--- src/rtl/gpio_evt_group.sv ---
module gpio_evt_group #(
  parameter int NPADS    = 24,
  parameter int AW       = 5,
  parameter int DW       = 32,
  parameter int CFG_BASE = 4
) (
  input  logic             clk,
  input  logic             rst_n,
  input  logic [NPADS-1:0] pad_in,
  input  logic [NPADS-1:0] host_own,
  input  logic [AW-1:0]    addr,
  input  logic             we,
  input  logic [DW-1:0]    wdata,
  output logic [DW-1:0]    rdata,
  output logic             irq,
  output logic             wake
);
  localparam logic [AW-1:0] A_STS  = AW'(0);
  localparam logic [AW-1:0] A_EN   = AW'(1);
  localparam logic [AW-1:0] A_GSTS = AW'(2);
  localparam logic [AW-1:0] A_GEN  = AW'(3);

  logic [NPADS-1:0] sync1, sync2, prev;
  logic [NPADS-1:0] sts, en, gsts, gen;
  logic [NPADS-1:0] ev, sci_v;
  logic [NPADS-1:0][3:0] cfg;
  logic [NPADS-1:0] wmask;
  logic unused_wbits;

  assign wmask = wdata[NPADS-1:0];
  assign unused_wbits = ^wdata[DW-1:NPADS];

  always_ff @(posedge clk) begin
    if (!rst_n) begin
      sync1 <= '0;
      sync2 <= '0;
      prev  <= '0;
    end else begin
      sync1 <= pad_in;
      sync2 <= sync1;
      prev  <= sync2;
    end
  end

  for (genvar i = 0; i < NPADS; i++) begin : g_pad
    logic cur, old;
    assign cur = sync2[i] ^ cfg[i][2];
    assign old = prev[i] ^ cfg[i][2];
    assign sci_v[i] = cfg[i][3];

    always_comb begin
      case (cfg[i][1:0])
        2'd0:    ev[i] = cur;
        2'd1:    ev[i] = cur & ~old;
        2'd2:    ev[i] = 1'b0;
        default: ev[i] = cur ^ old;
      endcase
    end

    always_ff @(posedge clk) begin
      if (!rst_n) cfg[i] <= '0;
      else if (we && addr == AW'(CFG_BASE + i)) cfg[i] <= wdata[3:0];
    end

    p_disabled_quiet_r7: assert property (@(posedge clk) disable iff (!rst_n)
      $rose(sts[i]) |-> $past(cfg[i][1:0]) != 2'd2);
  end

  always_ff @(posedge clk) begin
    if (!rst_n) begin
      sts  <= '0;
      en   <= '0;
      gsts <= '0;
      gen  <= '0;
    end else begin
      sts  <= (sts  & ~((we && addr == A_STS)  ? wmask : '0)) | (ev & host_own);
      gsts <= (gsts & ~((we && addr == A_GSTS) ? wmask : '0)) | ev;
      if (we && addr == A_EN)  en  <= wmask;
      if (we && addr == A_GEN) gen <= wmask;
    end
  end

  always_comb begin
    rdata = '0;
    case (addr)
      A_STS:   rdata = DW'(sts);
      A_EN:    rdata = DW'(en);
      A_GSTS:  rdata = DW'(gsts);
      A_GEN:   rdata = DW'(gen);
      default: begin
        for (int k = 0; k < NPADS; k++)
          if (addr == AW'(CFG_BASE + k)) rdata = DW'(cfg[k]);
      end
    endcase
  end

  assign irq  = |(sts & en);
  assign wake = |(gsts & gen & ~sci_v);

  p_owner_gates_status_r10: assert property (@(posedge clk) disable iff (!rst_n)
    ((sts & ~$past(sts) & ~$past(host_own)) == '0));

  p_irq_needs_enable_r9: assert property (@(posedge clk) disable iff (!rst_n)
    irq |-> (|en));

  p_wake_needs_route_r11: assert property (@(posedge clk) disable iff (!rst_n)
    wake |-> (|(gen & ~sci_v)));

  p_wake_needs_status_r11: assert property (@(posedge clk) disable iff (!rst_n)
    wake |-> (|gsts));
endmodule

--- config.mk ---
export PLATFORM = sky130hd
export DESIGN_NAME = gpio_evt_group
export DESIGN_NICKNAME = d
export VERILOG_FILES = /design/src/rtl/gpio_evt_group.sv
export SDC_FILE = /design/constraint.sdc
export NUM_CORES = 1
export LEC_CHECK = 0
export ABC_AREA = 0
export BUFFER_PORTS_ARGS = -buffer_cell sky130_fd_sc_hd__buf_2
export CORE_MARGIN = 4
export CORE_UTILIZATION = 60
export DETAILED_ROUTE_END_ITERATION = 10
export GPL_TIMING_DRIVEN = 0
export PLACE_DENSITY = 0.81
export SYNTH_ARGS = -nofsm -noshare
export SYNTH_HDL_FRONTEND = slang
export SYNTH_SLANG_ARGS = --single-unit
--- constraint.sdc ---
create_clock -name clk -period 2.8 [get_ports clk]
set_input_delay 0.7 -clock clk [delete_from_list [all_inputs] [get_ports clk]]
set_output_delay 0.7 -clock clk [all_outputs]
set_load 0.01 [all_outputs]
==> Word-level counts from Yosys, hierarchy flattened <==
Cells that the tools add are included.
{ "op_classes": {"n_eq_ne": 75, "muxes": 51, "n_bitwise": 131, "reduce_logical": 55} }
{ "op_table": {"columns": ["op", "n"], "rows": [
  ["$mux W32", 23],
  ["$and A24 B24 Y24", 6],
  ["$pmux W32 S4", 1],
  ["$not A24 Y24", 3],
  ["$pmux W1 S3", 24],
  ["$xor A1 B1 Y1", 72],
  ["$eq A5 B5 Y1 const B", 12],
  ["$eq A2 B1 Y1 const B", 24],
  ["$eq A2 B2 Y1 const B", 24],
  ["$logic_not A2 Y1", 24],
  ["$mux W24", 2],
  ["$or A24 B24 Y24", 2],
  ["$reduce_or A24 Y1", 2],
  ["$eq A5 B4 Y1 const B", 8],
  ["$logic_and A1 B1 Y1", 28],
  ["$and A1 B1 Y1", 24],
  ["$not A1 Y1", 24],
  ["$eq A5 B3 Y1 const B", 4],
  ["$eq A5 B2 Y1 const B", 2],
  ["$eq A5 B1 Y1 const B", 1],
  ["$logic_not A5 Y1", 1],
  ["$mux W4", 1]
]} }
{ "totals": {"reg_bits": 264, "inputBits": 88, "out_inout_bits": 34} }

==> Logic depth before layout (Yosys ltp) <==
Gate-level depths: netlist of run 1.
{ "depth": {"word_depth": 26, "depth_mapped": 9, "ltp_nobuf": 7} }

==> Least setup slack after synthesis of run 1 <==
No wires, ideal clock.
{ "synth_timing": {"path_type": "in2out", "start": "input addr[3]", "end": "output rdata[1]", "t_arrival_ns": 2.022, "required_time_ns": 2.100, "slack_ns": 0.078, "cell_stages": 7, "path_buffers": 2, "cell_sequence": "buf_2 > or3b_1 > buf_2 > o311ai_1 > a31oi_1 > o32a_1 > o22ai_1"} }
{ "synth_between": {"elab_chain_len": 26, "word_cells_on_any_way": 53} }
{ "synth_lines": {"columns": ["item", "line", "source"], "rows": [
  ["start: declaration", "11", "input logic [AW-1:0] addr,"],
  ["$eq A5 B3 Y1", "92", "if (addr == AW'(CFG_BASE + k)) rdata = DW'(cfg[k]);"],
  ["$mux W4", "92", null],
  ["$mux W32 (23 in a row)", "92", null],
  ["$pmux W32 S4 *", "85", "case (addr)"],
  ["end: declaration", "14", "output logic [DW-1:0] rdata,"]
]} }
Every way passes the cells marked *; elsewhere a longest branch is shown, timed or not.

==> Final worst setup path of run 1 <==
{ "layout_timing": {"start": "input addr[2]", "end": "output rdata[1]"} }
Same word-level chain as after synthesis.

==> results of run 1 <==
-- critical path: cells and delay by family --
| family | cells | cell delay [ns] |
|---|---|---|
| compound gates | 4 | 0.80 |
| buf+inv | 5 | 0.69 |
| simple gates | 1 | 0.15 |
-- per-layer routing --
metal  up-vias  GRT usage [%]
li1       5569              -
met1      5782          45.66
met2       708          58.78
met3       163          8.162
met4         6          19.05
met5         -              0
-- registers in the layout, indices dropped and copies added (netlist names) --
register and flops:
cfg 96, en 24, gen 24, gsts 24, prev 24, sts 24, sync1 24, sync2 24
-- per-stage QoR --
stage / power [mW] / util, %
CTS: 8.543 / 72.78
global route: 8.786 / 73.14
finish: 8.567 / 73.14
global placement: 4.682 / 64.89
floorplan: 4.400 / -
detailed placement: 4.699 / 64.89
-- layout make-up --
class                           instances  area share, %
Timing Repair Buffer                  130          5.355
Tap cell                              275          2.245
Clock inverter                          5         0.4898
Multi-Input combinational cell       1137          46.48
Sequential cell                       264          34.48
Clock buffer                           44          5.739
Buffer                                111          5.061
Inverter                                6         0.1469
-- kinds of logic after synthesis --
family	Yosys count	share of synthesized area, %
adders and majority gates	24	2.357
buffers and inverters	121	4.449
DFF	264	41.48
AOI/OAI and AO/OA	433	22.91
other	1	0.02943
and+or+nand+nor	585	21.86
muxes	39	3.614
xor gates and xnor gates	48	3.300
-- how the worst max path moves through the flow --
stage	start	to	slack [ns]	cells after the start
2_1_floorplan	addr[3]	rdata[1]	0.08	7
3_3_place_gp	addr[0]	rdata[0]	-0.86	8
3_5_place_dp	addr[0]	rdata[0]	-0.88	8
4_1_cts	addr[2]	rdata[2]	-0.18	8
5_1_grt	addr[2]	rdata[2]	-0.24	8
6_report	addr[2]	rdata[1]	-0.24	10
-- layout by cell type, fill, tap and decap left out, types with 6 or more instances in the layout --
cell type  synthesis  final
and2_1            76     74
o211ai_1           7      7
a22oi_1           80     76
clkbuf_16          0     27
nand2_1          285    284
buf_6              3     14
mux2_2             6      6
clkbuf_1          66     58
buf_2             33    108
dfxtp_1          264    264
ha_1              24     24
buf_4             13     40
conb_1             1      8
xor2_1            24     24
a21boi_0         109    108
a21oi_1           60     58
o21ai_0           92     84
nand3_1           29     29
a21boi_1          24     24
a22o_1            25     25
nor2b_1           68     63
and3_1             6      6
mux2i_1           28     27
xnor2_1           24     24
clkbuf_8           0     19
o21ai_1            0      7
inv_1              6      6
nand3b_1          14     14
buf_12             0     10
nor2_1            71     69
-- what timing repair did --
action | 4_1_cts | 5_1_grt
cloned | 2 | 0
setup buffers | 27 | 4
endpoints found under the setup margin | 24 | 24
resized for setup | 133 | 10
pin swaps | 15 | 15
hold buffers | 0 | 0
-- report_power, final --
part / switching, mW / internal, mW
combinational: 0.492 / 0.344
clock: 1.50 / 2.31
sequential: 0.0703 / 3.85
total: 2.06 / 6.50
==> impl_metrics.ini, run 1 <==
[synthesis]
synth.area.top_cells = dfxtp_1 (41%), nand2_1 (8.4%), a21boi_0 (6.4%)
synth_area_um2 = 12740
ys_ff_latch = 264
synthesis.instances = 1515
ys_warn_count = 0
async_flop_share_pct = 0
avgSynthCellArea_um2 = 8.410
synth_top_area_share_pct = 41.48
synth_edf_count = 0
synth_top_area_cell = dfxtp_1
synthFlopType = dfxtp_1
synthTopCellsByCount = nand2_1 (285), dfxtp_1 (264), a21boi_0 (109)
yosysSeqAreaShare_pct = 41.48
synthDistinctLibCells = 57
yosysMostFrequentCell = nand2_1

[timing]
setup_violations = 24
fmax_mhz = 328.8
final.setup.tns_ns = -2.947
fin_ws_ns = -0.2411
fin_hold_ws_ns = 0.3648
drv_slew = 0
finalCriticalPeriod_ns = 3.041
hold_viol = 0
skew_ns = 0.01356
tightestPinTransition_ns = 0.9604
period_share_pct = 108.6
max-slew-margin-rel_pct = 35.29
rsz0062_at_grt = yes

[power_and_ir_drop]
peakVddDrop_uv = 571.3
p_per_area_nw_per_um2 = 558.9
p_leak_nw = 5.772

[setup_path]
crit_slowest_cell = a22o_1
critPathCaptureType = output pin
cp_slowest_stage_delay_ns = 0.23
cp_common_cell = buf_4
rrSetupSlack_ns = 0.86
crit_fanout = 6
r2r-end = sts[14]$_SDFF_PN0_
ff2ff_path_depth = 5
worstPathCellList = buf_12 -> buf_8 -> buf_4 -> nor2b_4 -> buf_4 -> a22o_1 -> a31oi_1 -> o32a_1 -> o22ai_2 -> buf_2
path_class = primary input to output pin
cp.required_ns = 2.10
r2r-start = cfg[58]$_SDFFE_PN0P_
crit_arrival_ns = 2.34
start_kind = primary input

[floorplan]
fp.dieW_um = 153.7
start_util_pct = 60.80
core_area_um2 = 20960
die_y_um = 153.7
dieArea_um2 = 23630
io_pins = 122
num_rows = 53

[clock_network]
cts_sinks = 264
clk-insertion-delay-late_ns = 0.54
clockBufferDepth = 3
cts_root_buf = clkbuf_16
cts_tree = yes
cts_made_buffers = 27
h-tree-depth = 1
clk_pin_slew_ns = 0.06

[drt]
via_per_inst = 6.201
antenna_left = 0
dr_wl_met3_um = 4598
drcViolationCount = 0
first_iter_violations = 1266
wl_per_cell_um = 22.61
wl_um = 44590
route.met2.wl_um = 20040
m1WireLength_um = 17250
vias = 12228
drtPass1Iterations = 9
highest_layer = met5

[place]
detailedPlace.worstSlack_ns = -0.8774
place.detailed.hpwl_um = 32100
dp_cells = 1894
place_congestion = 0.9722
port_buffers = 97
placed_cell_area_um2 = 13600

[worst_hold_path]
min_path_type = primary input to flop
hp-start = pad_in[22]
hold_end = sync1[22]$_SDFF_PN0_
holdPathStages = 2

[status]
status = complete, but fails checks
violations = negative setup slack

[finish]
layout.nets = 1789
multi_input_area_um2 = 7124
fin_cells = 1972
fin_area_um2 = 15330
drive_gt1_share_pct = 16.74
fillers = 1632
antennaDiodeCount = 0
regArea_um2 = 5285
syn_to_final_growth_pct = 20.30

[global_route]
grt_pass1_vias = 11882
grt_antenna_before_repair = 3
grt_usage_pct = 36.40
grt_overflow = 0
grt_max_degree = 14
grt_pass1_wl_um = 67600

[flow_run]
cap_violations = 0
No activity file was read; power rests on OpenSTA's default activity.
==> run 2, diff against run 1 <==
SKIP_LAST_GASP = 1   (was unset)
==> impl_metrics.ini, run 2 (synthesized netlist as in run 1, its figures left out) <==
[status]
status = complete, but fails checks
violations = negative setup slack

[setup_path]
cp_top_family = buffers and inverters
r2r-start = cfg[58]$_SDFFE_PN0P_
critPathCaptureType = output pin
cp_slowest_stage_delay_ns = 0.48
rrSetupSlack_ns = 0.91
r2r-end = sts[14]$_SDFF_PN0_
path_buf_inv = 5
cp.required_ns = 2.10
start_kind = primary input
cp_common_cell = buf_8
crit_arrival_ns = 2.32
ff2ff_path_depth = 5
cp_num_cells = 8
crit_slowest_cell = a222oi_1
critPathCapture = rdata[0]
worstPathCellList = buf_4 -> buf_8 -> buf_12 -> buf_8 -> o21ai_1 -> a222oi_1 -> o211ai_1 -> buf_2
path_class = primary input to output pin
crit_fanout = 10
critPathLaunch = addr[1]

[global_route]
grt_usage_pct = 36.41
grt_antenna_before_repair = 2
grt_pass1_vias = 11904
grt_pass1_wl_um = 67610
grt_max_degree = 14
grt_overflow = 0

[timing]
fmax_mhz = 331.0
hold_viol = 0
drv_slew = 0
finalCriticalPeriod_ns = 3.021
setup_violations = 24
period_share_pct = 107.9
skew_ns = 0.01402
tightestPinTransition_ns = 0.9217
max-slew-margin-rel_pct = 37.90
rsz0062_at_grt = yes
fin_ws_ns = -0.2215

[drt]
first_iter_violations = 1271
wl_per_cell_um = 22.66
vias = 12242
drtPass1Iterations = 6
wl_um = 44710
antenna_left = 0
via_per_inst = 6.205
drcViolationCount = 0

[floorplan]
num_rows = 53
die_y_um = 153.7
core_area_um2 = 20960
io_pins = 122
dieArea_um2 = 23630
fp.dieW_um = 153.7
start_util_pct = 60.80

[clock_network]
clockBufferDepth = 3
cts_sinks = 264
cts_hold_buf = 0
clk-insertion-delay-late_ns = 0.54
h-tree-depth = 1
cts_tree = yes
clk_pin_slew_ns = 0.06
cts_root_buf = clkbuf_16
cts_made_buffers = 27

[power_and_ir_drop]
power_frac_clock_pct = 44.6
switchingPower_mw = 2.075
totalPowerFinal_mw = 8.580
peakVddDrop_uv = 581.5
p_per_area_nw_per_um2 = 559.2
p_comb_share_pct = 9.8
intPower_mw = 6.505
p_leak_nw = 5.780
p_sw_share_pct = 24.18
seq_power_share_pct = 45.7

[finish]
syn_to_final_growth_pct = 20.42
antennaDiodeCount = 0
final_cell_mix = nand2_1 (284), dfxtp_1 (264), buf_2 (108), a21boi_0 (108), o21ai_0 (84)
final_common_cell = nand2_1
layout.nets = 1790
fin_area_um2 = 15340
largest_register = cfg
post-route-util_pct = 73.21
fillers = 1624
largest_register_ffs = 96
drive_gt1_share_pct = 16.78

[place]
place.detailed.hpwl_um = 32100
port_buffers = 97
placed_cell_area_um2 = 13600
place_congestion = 0.9722

[flow_run]
cap_violations = 0

[worst_hold_path]
min_path_type = primary input to flop
hp-start = pad_in[22]
## run 2: cell count changes in the layout (fill, tap and decap cells not counted)
cell / change
o32ai_1: -1
o32ai_2: +1
buf_4: +1
buf_16: -1
nor3b_2: -1
bufbuf_16: +1
nor3b_1: +1
## run 2: worst reg2reg max path, stage by stage, from the launching register on
cell     delay, ns
dfxtp_1       0.43
xor2_1        0.25
nand2_1       0.07
o21ai_0       0.72
a22oi_1       0.21
nor2b_1       0.14
## run 2: how the worst min path moves through the flow
stage | endpoint | slack, ns | depth (start not counted)
floorplan | sync2[0]$_SDFF_PN0_ | 0.41 | 1
global placement | sync2[0]$_SDFF_PN0_ | 0.41 | 1
detailed placement | sync2[22]$_SDFF_PN0_ | 0.42 | 1
CTS | sync1[15]$_SDFF_PN0_ | 0.35 | 2
global route | sync1[4]$_SDFF_PN0_ | 0.36 | 2
finish | sync1[22]$_SDFF_PN0_ | 0.36 | 2
## run 2: cell type report
type | count | area, µm² | share of cell area [%]
inverter | 6 | 22.52 | 0.1468
tap | 275 | 344.1 | 2.243
clock inverter | 5 | 75.07 | 0.4893
timing repair buffer | 131 | 833.3 | 5.431
clock buffer | 44 | 879.6 | 5.733
multi-input combinational | 1137 | 7127 | 46.45
buffer | 111 | 775.7 | 5.056
sequential | 264 | 5285 | 34.45
## run 2: per-layer routing
metal | vias to the layer above | GRT usage (%) | routed length [µm] | part of all wire, %
met3 | 156 | 7.543 | 4676 | 10
met1 | 5799 | 46.06 | 17260 | 39
met4 | 4 | 18.12 | 2493 | 5.6
li1 | 5572 | - | - | -
met5 | - | 0 | 43 | 0.096
met2 | 711 | 59.29 | 20240 | 45
## run 2: repair_timing
| action | 4_1_cts | 5_1_grt |
|---|---|---|
| pin swaps | 15 | 17 |
| setup endpoints to repair | 24 | 24 |
| resized for setup | 127 | 15 |
| setup buffers | 27 | 5 |
| cloned | 2 | 0 |
| endpoints found under the hold margin | 0 | 0 |
## run 2: power by group through the flow
stage,logic [mW],clock network (mW),registers (mW)
2_1_floorplan,0.429,0,3.97
3_3_place_gp,0.688,0,3.99
3_5_place_dp,0.701,0,4.00
4_1_cts,0.797,3.83,3.92
5_1_grt,0.886,3.98,3.92
6_report,0.837,3.82,3.92
## run 2: stage by stage
step	hold slack (ns)	TNS, ns	setup WS [ns]	std cells
CTS	0.3501	-1.051	-0.1812	1969
finish	0.3615	-2.847	-0.2215	1973
global route	0.3597	-3.846	-0.2385	1973
detailed placement	0.4177	-15.28	-0.8774	1894
floorplan	0.4119	0	0.07766	1522
global placement	0.4125	-14.09	-0.8559	1894
